File: src/rtl/uart_tx_core.sv
module uart_tx_core (
  input  logic       clk,
  input  logic       rst_n,
  input  logic       mode_we,
  input  logic [6:0] mode_wdata,
  input  logic       ctrl_we,
  input  logic [3:0] ctrl_wdata,
  input  logic       data_we,
  input  logic [8:0] data_wdata,
  input  logic       cts_n,
  output logic       txd,
  output logic       buf_empty,
  output logic       shift_done,
  output logic       tx_irq
);
  localparam int FW = 13;
  localparam int DW = 9;

  logic [6:0]    mode;
  logic          tx_en, irq_sel, cts_en;
  logic [7:0]    presc, lim;
  logic          tick, init_cmd, can_load, busy, hold_full, par;
  logic [DW-1:0] hold;
  logic [FW-1:0] sh, fr;
  logic [3:0]    left, sub, nb;
  int            len;

  always_comb begin
    case (mode[1:0])
      2'd0:    lim = 8'd0;
      2'd1:    lim = 8'd7;
      2'd2:    lim = 8'd31;
      default: lim = 8'd255;
    endcase
  end

  assign tick     = presc >= lim;
  assign init_cmd = ctrl_we & ctrl_wdata[1];
  assign can_load = hold_full & tx_en & (~cts_en | ~cts_n);

  always_comb begin
    case (mode[6:5])
      2'b00:   len = 7;
      2'b10:   len = 9;
      default: len = 8;
    endcase
    par = mode[3];
    fr = '1;
    fr[0] = 1'b0;
    for (int i = 0; i < DW; i++) begin
      if (i < len) begin
        fr[4'(i + 1)] = hold[4'(i)];
        par = par ^ hold[4'(i)];
      end
    end
    if (mode[4]) fr[4'(len + 1)] = par;
    nb = 4'(2 + len + int'(mode[4]) + int'(mode[2]));
  end

  always_ff @(posedge clk or negedge rst_n) begin
    if (!rst_n) begin
      mode    <= '0;
      tx_en   <= 1'b0;
      irq_sel <= 1'b0;
      cts_en  <= 1'b0;
    end else begin
      if (mode_we) mode <= mode_wdata;
      if (ctrl_we) {cts_en, irq_sel, tx_en} <= {ctrl_wdata[3], ctrl_wdata[2], ctrl_wdata[0]};
    end
  end

  always_ff @(posedge clk or negedge rst_n) begin
    if (!rst_n)                presc <= '0;
    else if (init_cmd || tick) presc <= '0;
    else                       presc <= presc + 8'd1;
  end

  always_ff @(posedge clk or negedge rst_n) begin
    if (!rst_n) begin
      hold      <= '0;
      hold_full <= 1'b0;
      busy      <= 1'b0;
      sh        <= '1;
      left      <= '0;
      sub       <= '0;
    end else if (init_cmd) begin
      hold_full <= 1'b0;
      busy      <= 1'b0;
      sh        <= '1;
      left      <= '0;
      sub       <= '0;
    end else begin
      if (data_we && !hold_full) begin
        hold      <= data_wdata;
        hold_full <= 1'b1;
      end
      if (tick) begin
        if (busy && sub != 4'd15) begin
          sub <= sub + 4'd1;
        end else if (busy && left > 4'd1) begin
          sub  <= '0;
          sh   <= {1'b1, sh[FW-1:1]};
          left <= left - 4'd1;
        end else if (can_load) begin
          sh        <= fr;
          left      <= nb;
          sub       <= '0;
          busy      <= 1'b1;
          hold_full <= 1'b0;
        end else begin
          busy <= 1'b0;
          sh   <= '1;
        end
      end
    end
  end

  assign txd        = sh[0];
  assign buf_empty  = ~hold_full;
  assign shift_done = ~busy;
  assign tx_irq     = irq_sel ? shift_done : buf_empty;


  buf_fill_chk: assert property (@(posedge clk) disable iff (!rst_n)
    $fell(buf_empty) |-> $past(data_we));


  load_needs_en_chk: assert property (@(posedge clk) disable iff (!rst_n)
    $rose(busy) |-> $past(tx_en));


  idle_when_off_chk: assert property (@(posedge clk) disable iff (!rst_n)
    (!tx_en && shift_done) |=> shift_done);


  cts_hold_chk: assert property (@(posedge clk) disable iff (!rst_n)
    (cts_en && cts_n && shift_done) |=> shift_done);


  line_on_tick_chk: assert property (@(posedge clk) disable iff (!rst_n)
    (!tick && !init_cmd) |=> $stable(txd));


  init_clear_chk: assert property (@(posedge clk) disable iff (!rst_n)
    init_cmd |=> (buf_empty && shift_done && txd));
endmodule

File: config.mk
export PLATFORM = sky130hd
export DESIGN_NAME = uart_tx_core
export DESIGN_NICKNAME = d
export VERILOG_FILES = /design/src/rtl/uart_tx_core.sv
export SDC_FILE = /design/constraint.sdc
export NUM_CORES = 1
export LEC_CHECK = 0
export CORE_UTILIZATION = 45
export CTS_CLUSTER_DIAMETER = 120
export CTS_CLUSTER_SIZE = 8
export DETAILED_ROUTE_END_ITERATION = 8
export PLACE_DENSITY = 0.64
export SKIP_CTS_REPAIR_TIMING = 1
export SYNTH_ARGS = -nofsm -noshare
export SYNTH_HDL_FRONTEND = slang
export SYNTH_SLANG_ARGS = --single-unit
File: constraint.sdc
create_clock -name clk -period 3.1 [get_ports clk]
set_clock_uncertainty 0.1 [all_clocks]
set_input_delay 0.31 -clock clk [delete_from_list [all_inputs] [get_ports clk]]
set_output_delay 0.31 -clock clk [all_outputs]
set_load 0.01 [all_outputs]
==> results.json, run 1 <==
{
  "clk-insertion-delay-late_ns": 0.30,
  "timing.final.crit_period_ns": 2.54,
  "ys_dominant_reg_cell": "sky130_fd_sc_hd__dfrtp_1",
  "finish.instance_area_um2": 2850,
  "end_kind": "register",
  "setup_viol": 0,
  "synthArstFlopShare_pct": 100,
  "core_area_um2": 5140,
  "hold_path.class": "reg -> reg",
  "ioPinCount": 30,
  "grt_first_pass_wirelength_mm": 8.02,
  "routed_wl_per_cell_um": 14.5,
  "drt_drc_violations_left": 0,
  "highest_layer": "met4",
  "place_ws_ns": 0.552,
  "count_of_clock_tree_sinks": 47,
  "synth-seq-area-share_pct": 49.3,
  "cts.reportedPaths.clkPinSlew_ns": 0.08,
  "r2r_setup_slack_ns": 0.56,
  "met1Wirelength_mm": 2.36,
  "grt_use_total_pct": 19.1,
  "synth.net_count": 267,
  "slew_violations": 0,
  "synthDominantAreaCellType": "sky130_fd_sc_hd__dfrtp_1",
  "initial_utilization_pct": 47.1,
  "first_global_vias": 1707,
  "power.leakage_nw": 1.21,
  "grt.overflow.total": 0,
  "cts.root.buffer_cell": "sky130_fd_sc_hd__clkbuf_8",
  "routed-via-count": 1774,
  "ys_seq_elements": 47,
  "ctsLongestPathBuffers": 2,
  "cts_tree": "yes",
  "hold_violations": 0,
  "unrepaired_setup_endpoints_after_global_routing": "no",
  "dpl-instance-area_um2": 2750,
  "drt_wl_total_mm": 4.72,
  "required_ns": 3.23,
  "worstMarginPinSlew_ns": 0.646,
  "final.hold.worst_slack_ns": 0.406,
  "outcome": "complete, no violations",
  "cp.arrival_ns": 2.67,
  "post_synth_num_cell_types": 46,
  "cell_area_after_synthesis_um2": 2420,
  "reg2reg_depth": 8,
  "n_antenna_cell": 0,
  "fin_crit_sh_pct": 82.1,
  "flow.area_growth_from_synthesis_pct": 17.9,
  "first_iteration_detailed_routing_drc_count": 80,
  "tns_ns": 0,
  "final_util_pct": 55.5,
  "site_rows": 26,
  "place.gp.congestion": 0.752,
  "ant_nets": 0,
  "cts_inserted_buffers": 5,
  "fp.dieArea_um2": 5670,
  "die_width_um": 75.3,
  "drt_pre_antenna_iters": 4,
  "synth_top_cells_by_area": "sky130_fd_sc_hd__dfrtp_1 (35%), sky130_fd_sc_hd__dfstp_2 (14%), sky130_fd_sc_hd__ha_1 (6.7%)",
  "placement.io_buffers": 26,
  "drv.max_cap_violation_count": 0,
  "count_of_flip_flops_with_a_built_in_enable_after_synthesis": 0,
  "layout_setup_ws_ns": 0.555,
  "highest_fanout_seen_on_the_critical_path": 8,
  "achievable_clock_frequency_mhz": 393,
  "layout.nets": 295,
  "netlist.area_leader.share_pct": 35.2,
  "synthCells": 227,
  "grt_start_max_net_pins": 25,
  "met3_length_um": 193,
  "worstSetupPathType": "reg -> reg",
  "maxSlewHeadroom_pct": 56.7,
  "worst_ir_drop_vdd_uv": 225,
  "wl_met2_mm": 2.11,
  "mean_instance_size_in_the_synthesized_netlist_um2": 10.7,
  "crit_path_start_kind": "register",
  "detailed_place_hpwl_mm": 3.36,
  "power-per-cell-area_nw_per_um2": 571,
  "grt_antenna_before_repair": 0,
  "count_of_cells_along_the_worst_hold_path": 1,
  "synth-warning-count": 0,
  "vias_per_cell": 5.44,
  "drive_gt1_share_pct": 18.4,
  "h-tree-depth": 2,
  "floorplan.die.height_um": 75.3
}
==> synthesized netlist by cell type (all sizes together), types with 2 or more instances <==
cell,instances
dfrtp,34
o21ai,24
dfstp,13
ha,13
mux2,13
inv,12
nand3,12
nand2,11
nor2,10
or3,9
a21oi,8
a2bb2oi,8
clkbuf,8
and3,7
xor2,5
nor4,4
or2,4
a31oi,3
nor3,3
a211oi,2
a32o,2
and2,2
buf,2
o211ai,2
o31ai,2
==> layer usage <==
layer / track usage [%] / vias up
met5: 0 / -
met3: 4.37 / 6
met1: 28.1 / 851
met2: 27.8 / 40
met4: 6.79 / 0
li1: - / 877
==> state kept, by name (all words and copies together), names as in the netlist <==
register,cells
sh,13
presc,8
hold,7
mode,6
left,4
sub,4
busy,1
cts_en,1
hold_full,1
irq_sel,1
tx_en,1
==> cell usage in the layout (no fill, tap or decap), types with 2 or more instances in the layout <==
cell / instances
sky130_fd_sc_hd__nand2_1: 10
sky130_fd_sc_hd__nor3_1: 2
sky130_fd_sc_hd__dfrtp_1: 34
sky130_fd_sc_hd__and2_1: 2
sky130_fd_sc_hd__nand3_1: 12
sky130_fd_sc_hd__a31oi_1: 3
sky130_fd_sc_hd__xor2_1: 5
sky130_fd_sc_hd__nor2_1: 10
sky130_fd_sc_hd__buf_4: 4
sky130_fd_sc_hd__mux2_2: 13
sky130_fd_sc_hd__a32o_1: 2
sky130_fd_sc_hd__nor4_1: 4
sky130_fd_sc_hd__and3_1: 6
sky130_fd_sc_hd__inv_1: 12
sky130_fd_sc_hd__dfstp_2: 13
sky130_fd_sc_hd__a2bb2oi_1: 8
sky130_fd_sc_hd__clkbuf_8: 6
sky130_fd_sc_hd__o21ai_0: 22
sky130_fd_sc_hd__ha_1: 13
sky130_fd_sc_hd__clkdlybuf4s50_1: 25
sky130_fd_sc_hd__or3_1: 9
sky130_fd_sc_hd__a211oi_1: 2
sky130_fd_sc_hd__o211ai_1: 2
sky130_fd_sc_hd__or2_2: 3
sky130_fd_sc_hd__a21oi_1: 8
==> layout make-up <==
class	instances	area, um^2
Clock buffer	7	86.3
Clock inverter	1	5.00
Fill cell	497	2290
Inverter	12	45.0
Multi-Input combinational cell	158	1140
Sequential cell	47	1190
Tap cell	70	87.6
Timing Repair Buffer	31	295
==> logic make-up (layout without fill, tap and decap cells) <==
family | after synthesis | after routing | synth area share (%)
AO/OA/AOI/OAI | 58 | 58 | 16.0
XOR/XNOR | 6 | 6 | 2.17
flip-flops | 47 | 47 | 49.3
multiplexers | 14 | 14 | 6.46
buffers and inverters | 22 | 51 | 3.72
AND/OR/NAND/NOR | 66 | 66 | 14.8
adder cells (fa/ha/maj) | 14 | 14 | 7.55
==> path summary, 6_finish.rpt <==
check                                     from            endpoint
max reg2reg                mode[0]$_DFFE_PN0P_  sub[3]$_DFFE_PN0P_
min in group asynchronous                rst_n  presc[5]$_DFF_PN0_
max in group asynchronous                rst_n   sh[7]$_DFFE_PN1P_
min                          sh[1]$_DFFE_PN1P_   sh[1]$_DFFE_PN1P_
max                        mode[0]$_DFFE_PN0P_  sub[3]$_DFFE_PN0P_
min reg2reg                  sh[1]$_DFFE_PN1P_   sh[1]$_DFFE_PN1P_
==> worst max-delay path, cell delays in order (launching register included) <==
cell                      delay, ns
sky130_fd_sc_hd__dfrtp_1       0.39
sky130_fd_sc_hd__or2_2         0.31
sky130_fd_sc_hd__ha_1          0.28
sky130_fd_sc_hd__nor2b_1       0.04
sky130_fd_sc_hd__o21ai_1       0.18
sky130_fd_sc_hd__a41oi_2       0.31
sky130_fd_sc_hd__buf_4         0.27
sky130_fd_sc_hd__or4_1         0.46
sky130_fd_sc_hd__a21oi_1       0.13
==> stage by stage <==
stage	std cells	power [W]
finish	326	0.00163
global route	326	0.00174
floorplan	227	0.00110
detailed placement	317	0.00126
CTS	325	0.00165
global placement	317	0.00125
==> power breakdown <==
group	switching (W)	total, W	internal [W]
Clock	0.000203	0.000383	0.000180
Sequential	0.0000914	0.000799	0.000707
Combinational	0.000238	0.000449	0.000211
Total	0.000532	0.00163	0.00110
Note: power is estimated with default switching activity, not from simulation.
==> inputs of run 2 (changes only) <==
- clock period: 3.1 -> 2.52 ns (I/O delays scaled with it)
==> results.json, run 2 (synthesis gave the netlist of run 1 again) <==
{
  "fp.dieArea_um2": 5670,
  "final_cell_count_no_fill": 329,
  "grt_first_pass_wirelength_mm": 7.94,
  "ioPinCount": 30,
  "detailed_place_hpwl_mm": 3.27,
  "cp.arrival_ns": 2.45,
  "first_iteration_detailed_routing_drc_count": 119,
  "maxSlewHeadroom_pct": 58.3,
  "part_of_the_total_power_dissipated_in_sequential_elements_pct": 49.1,
  "layout_commonest_cell": "sky130_fd_sc_hd__dfrtp_1",
  "cts_inserted_buffers": 5,
  "power.internal_w": 0.00133,
  "worst_ir_drop_vdd_uv": 282,
  "fin_crit_sh_pct": 92.0,
  "initial_utilization_pct": 47.1,
  "reg_top3": "sh: 13 flops, presc: 8 flops, hold: 7 flops",
  "grt.overflow.total": 0,
  "timing.rr.start": "mode[0]$_DFFE_PN0P_",
  "place.gp.congestion": 0.809,
  "crit_path_start_kind": "register",
  "tns_ns": 0,
  "hold_violations": 0,
  "drt_pre_antenna_iters": 4,
  "drt_wl_total_mm": 4.65,
  "ctsLongestPathBuffers": 2,
  "grt_antenna_before_repair": 0,
  "routed_wl_per_cell_um": 14.1,
  "ant_nets": 0,
  "largest_register_ffs": 13,
  "unrepaired_setup_endpoints_after_global_routing": "no",
  "post-place-cells": 319,
  "layout.cells.most_common_list": "sky130_fd_sc_hd__dfrtp_1 (34), sky130_fd_sc_hd__clkdlybuf4s50_1 (25), sky130_fd_sc_hd__o21ai_0 (22)",
  "max_flop_register": "sh",
  "flow.area_growth_from_synthesis_pct": 18.8,
  "pwr-share-clk_pct": 22.9,
  "core_area_um2": 5140,
  "end_kind": "register",
  "outcome": "complete, no violations",
  "power-per-cell-area_nw_per_um2": 695,
  "count_of_clock_tree_sinks": 47,
  "drt_drc_violations_left": 0,
  "routed-via-count": 1771,
  "report.power.total_w": 0.00200,
  "layout.nets": 298,
  "grt_start_max_net_pins": 22,
  "clk-insertion-delay-late_ns": 0.30,
  "slew_violations": 0,
  "n_antenna_cell": 0,
  "die_width_um": 75.3,
  "critical_path.startpoint": "mode[0]$_DFFE_PN0P_",
  "highest_fanout_seen_on_the_critical_path": 12,
  "drv.max_cap_violation_count": 0,
  "cts.reportedPaths.clkPinSlew_ns": 0.09,
  "achievable_clock_frequency_mhz": 431,
  "placement.io_buffers": 26,
  "cts.root.buffer_cell": "sky130_fd_sc_hd__clkbuf_8",
  "swShare_pct": 33.3,
  "combinational_share_of_power_pct": 28.0,
  "worstMarginPinSlew_ns": 0.621,
  "drive_gt1_share_pct": 19.7,
  "required_ns": 2.66,
  "power_switching_w": 0.000665,
  "hold_path.class": "in -> async",
  "power.leakage_nw": 1.22,
  "vias_per_cell": 5.38,
  "setup_viol": 0,
  "timing.final.crit_period_ns": 2.32,
  "grt_use_total_pct": 18.8,
  "h-tree-depth": 2,
  "first_global_vias": 1660,
  "cts_tree": "yes",
  "worstSetupPathType": "reg -> reg",
  "floorplan.die.height_um": 75.3,
  "site_rows": 26
}
[run 2: power by group through the flow]
| stage | registers (W) | clock network (W) | logic (W) |
|---|---|---|---|
| floorplan | 0.000944 | 0 | 0.000406 |
| global placement | 0.000990 | 0 | 0.000546 |
| detailed placement | 0.000991 | 0 | 0.000554 |
| CTS | 0.000980 | 0.000476 | 0.000557 |
| global route | 0.000998 | 0.000507 | 0.000630 |
| finish | 0.000980 | 0.000456 | 0.000559 |
[run 2: layout make-up]
class,count,area [um^2]
repair buffers,34,318
inverters,12,45.0
well taps,70,87.6
clock buffers,5,68.8
clock inverters,3,20.0
fillers,481,2270
flip-flops and latches,47,1190
multi-input cells,158,1140
[run 2: final timing paths]
| check | endpoint | cells after the start | slack (ns) |
|---|---|---|---|
| worst max-delay path | sub[3]$_DFFE_PN0P_ | 8 | 0.20 |
| worst min-delay path | presc[3]$_DFF_PN0_ | 2 | 0.32 |
| worst max register to register | sub[3]$_DFFE_PN0P_ | 8 | 0.20 |
| worst min register to register | sh[5]$_DFFE_PN1P_ | 1 | 0.41 |
| max in group asynchronous | sh[1]$_DFFE_PN1P_ | 3 | 1.34 |
| min in group clk | sh[5]$_DFFE_PN1P_ | 1 | 0.41 |
[run 2: through the flow]
step | hold WS, ns | setup WS (ns) | instance area (um^2) | utilization [%]
6_report | 0.324 | 0.201 | 2870 | 55.9
3_3_place_gp | 0.141 | 0.116 | 2770 | 53.8
3_5_place_dp | 0.147 | 0.0841 | 2770 | 53.8
5_1_grt | 0.408 | 0.0554 | 2870 | 55.9
2_1_floorplan | -0.144 | 0.345 | 2420 | -
4_1_cts | -0.196 | 0.0751 | 2860 | 55.6
[run 2: worst max-delay path: stages, from the launching register on]
cell                      delay (ns)
sky130_fd_sc_hd__dfrtp_1        0.40
sky130_fd_sc_hd__or2_2          0.31
sky130_fd_sc_hd__ha_1           0.28
sky130_fd_sc_hd__nor2b_1        0.04
sky130_fd_sc_hd__o21ai_1        0.18
sky130_fd_sc_hd__a41oi_2        0.14
sky130_fd_sc_hd__buf_4          0.20
sky130_fd_sc_hd__or4_1          0.47
sky130_fd_sc_hd__a21oi_1        0.13
[run 2: routing by layer]
metal	GRT usage (%)	wire length (um)
met3	4.50	157
met2	27.0	2050
met5	0	0
met1	27.9	2380
met4	6.58	65
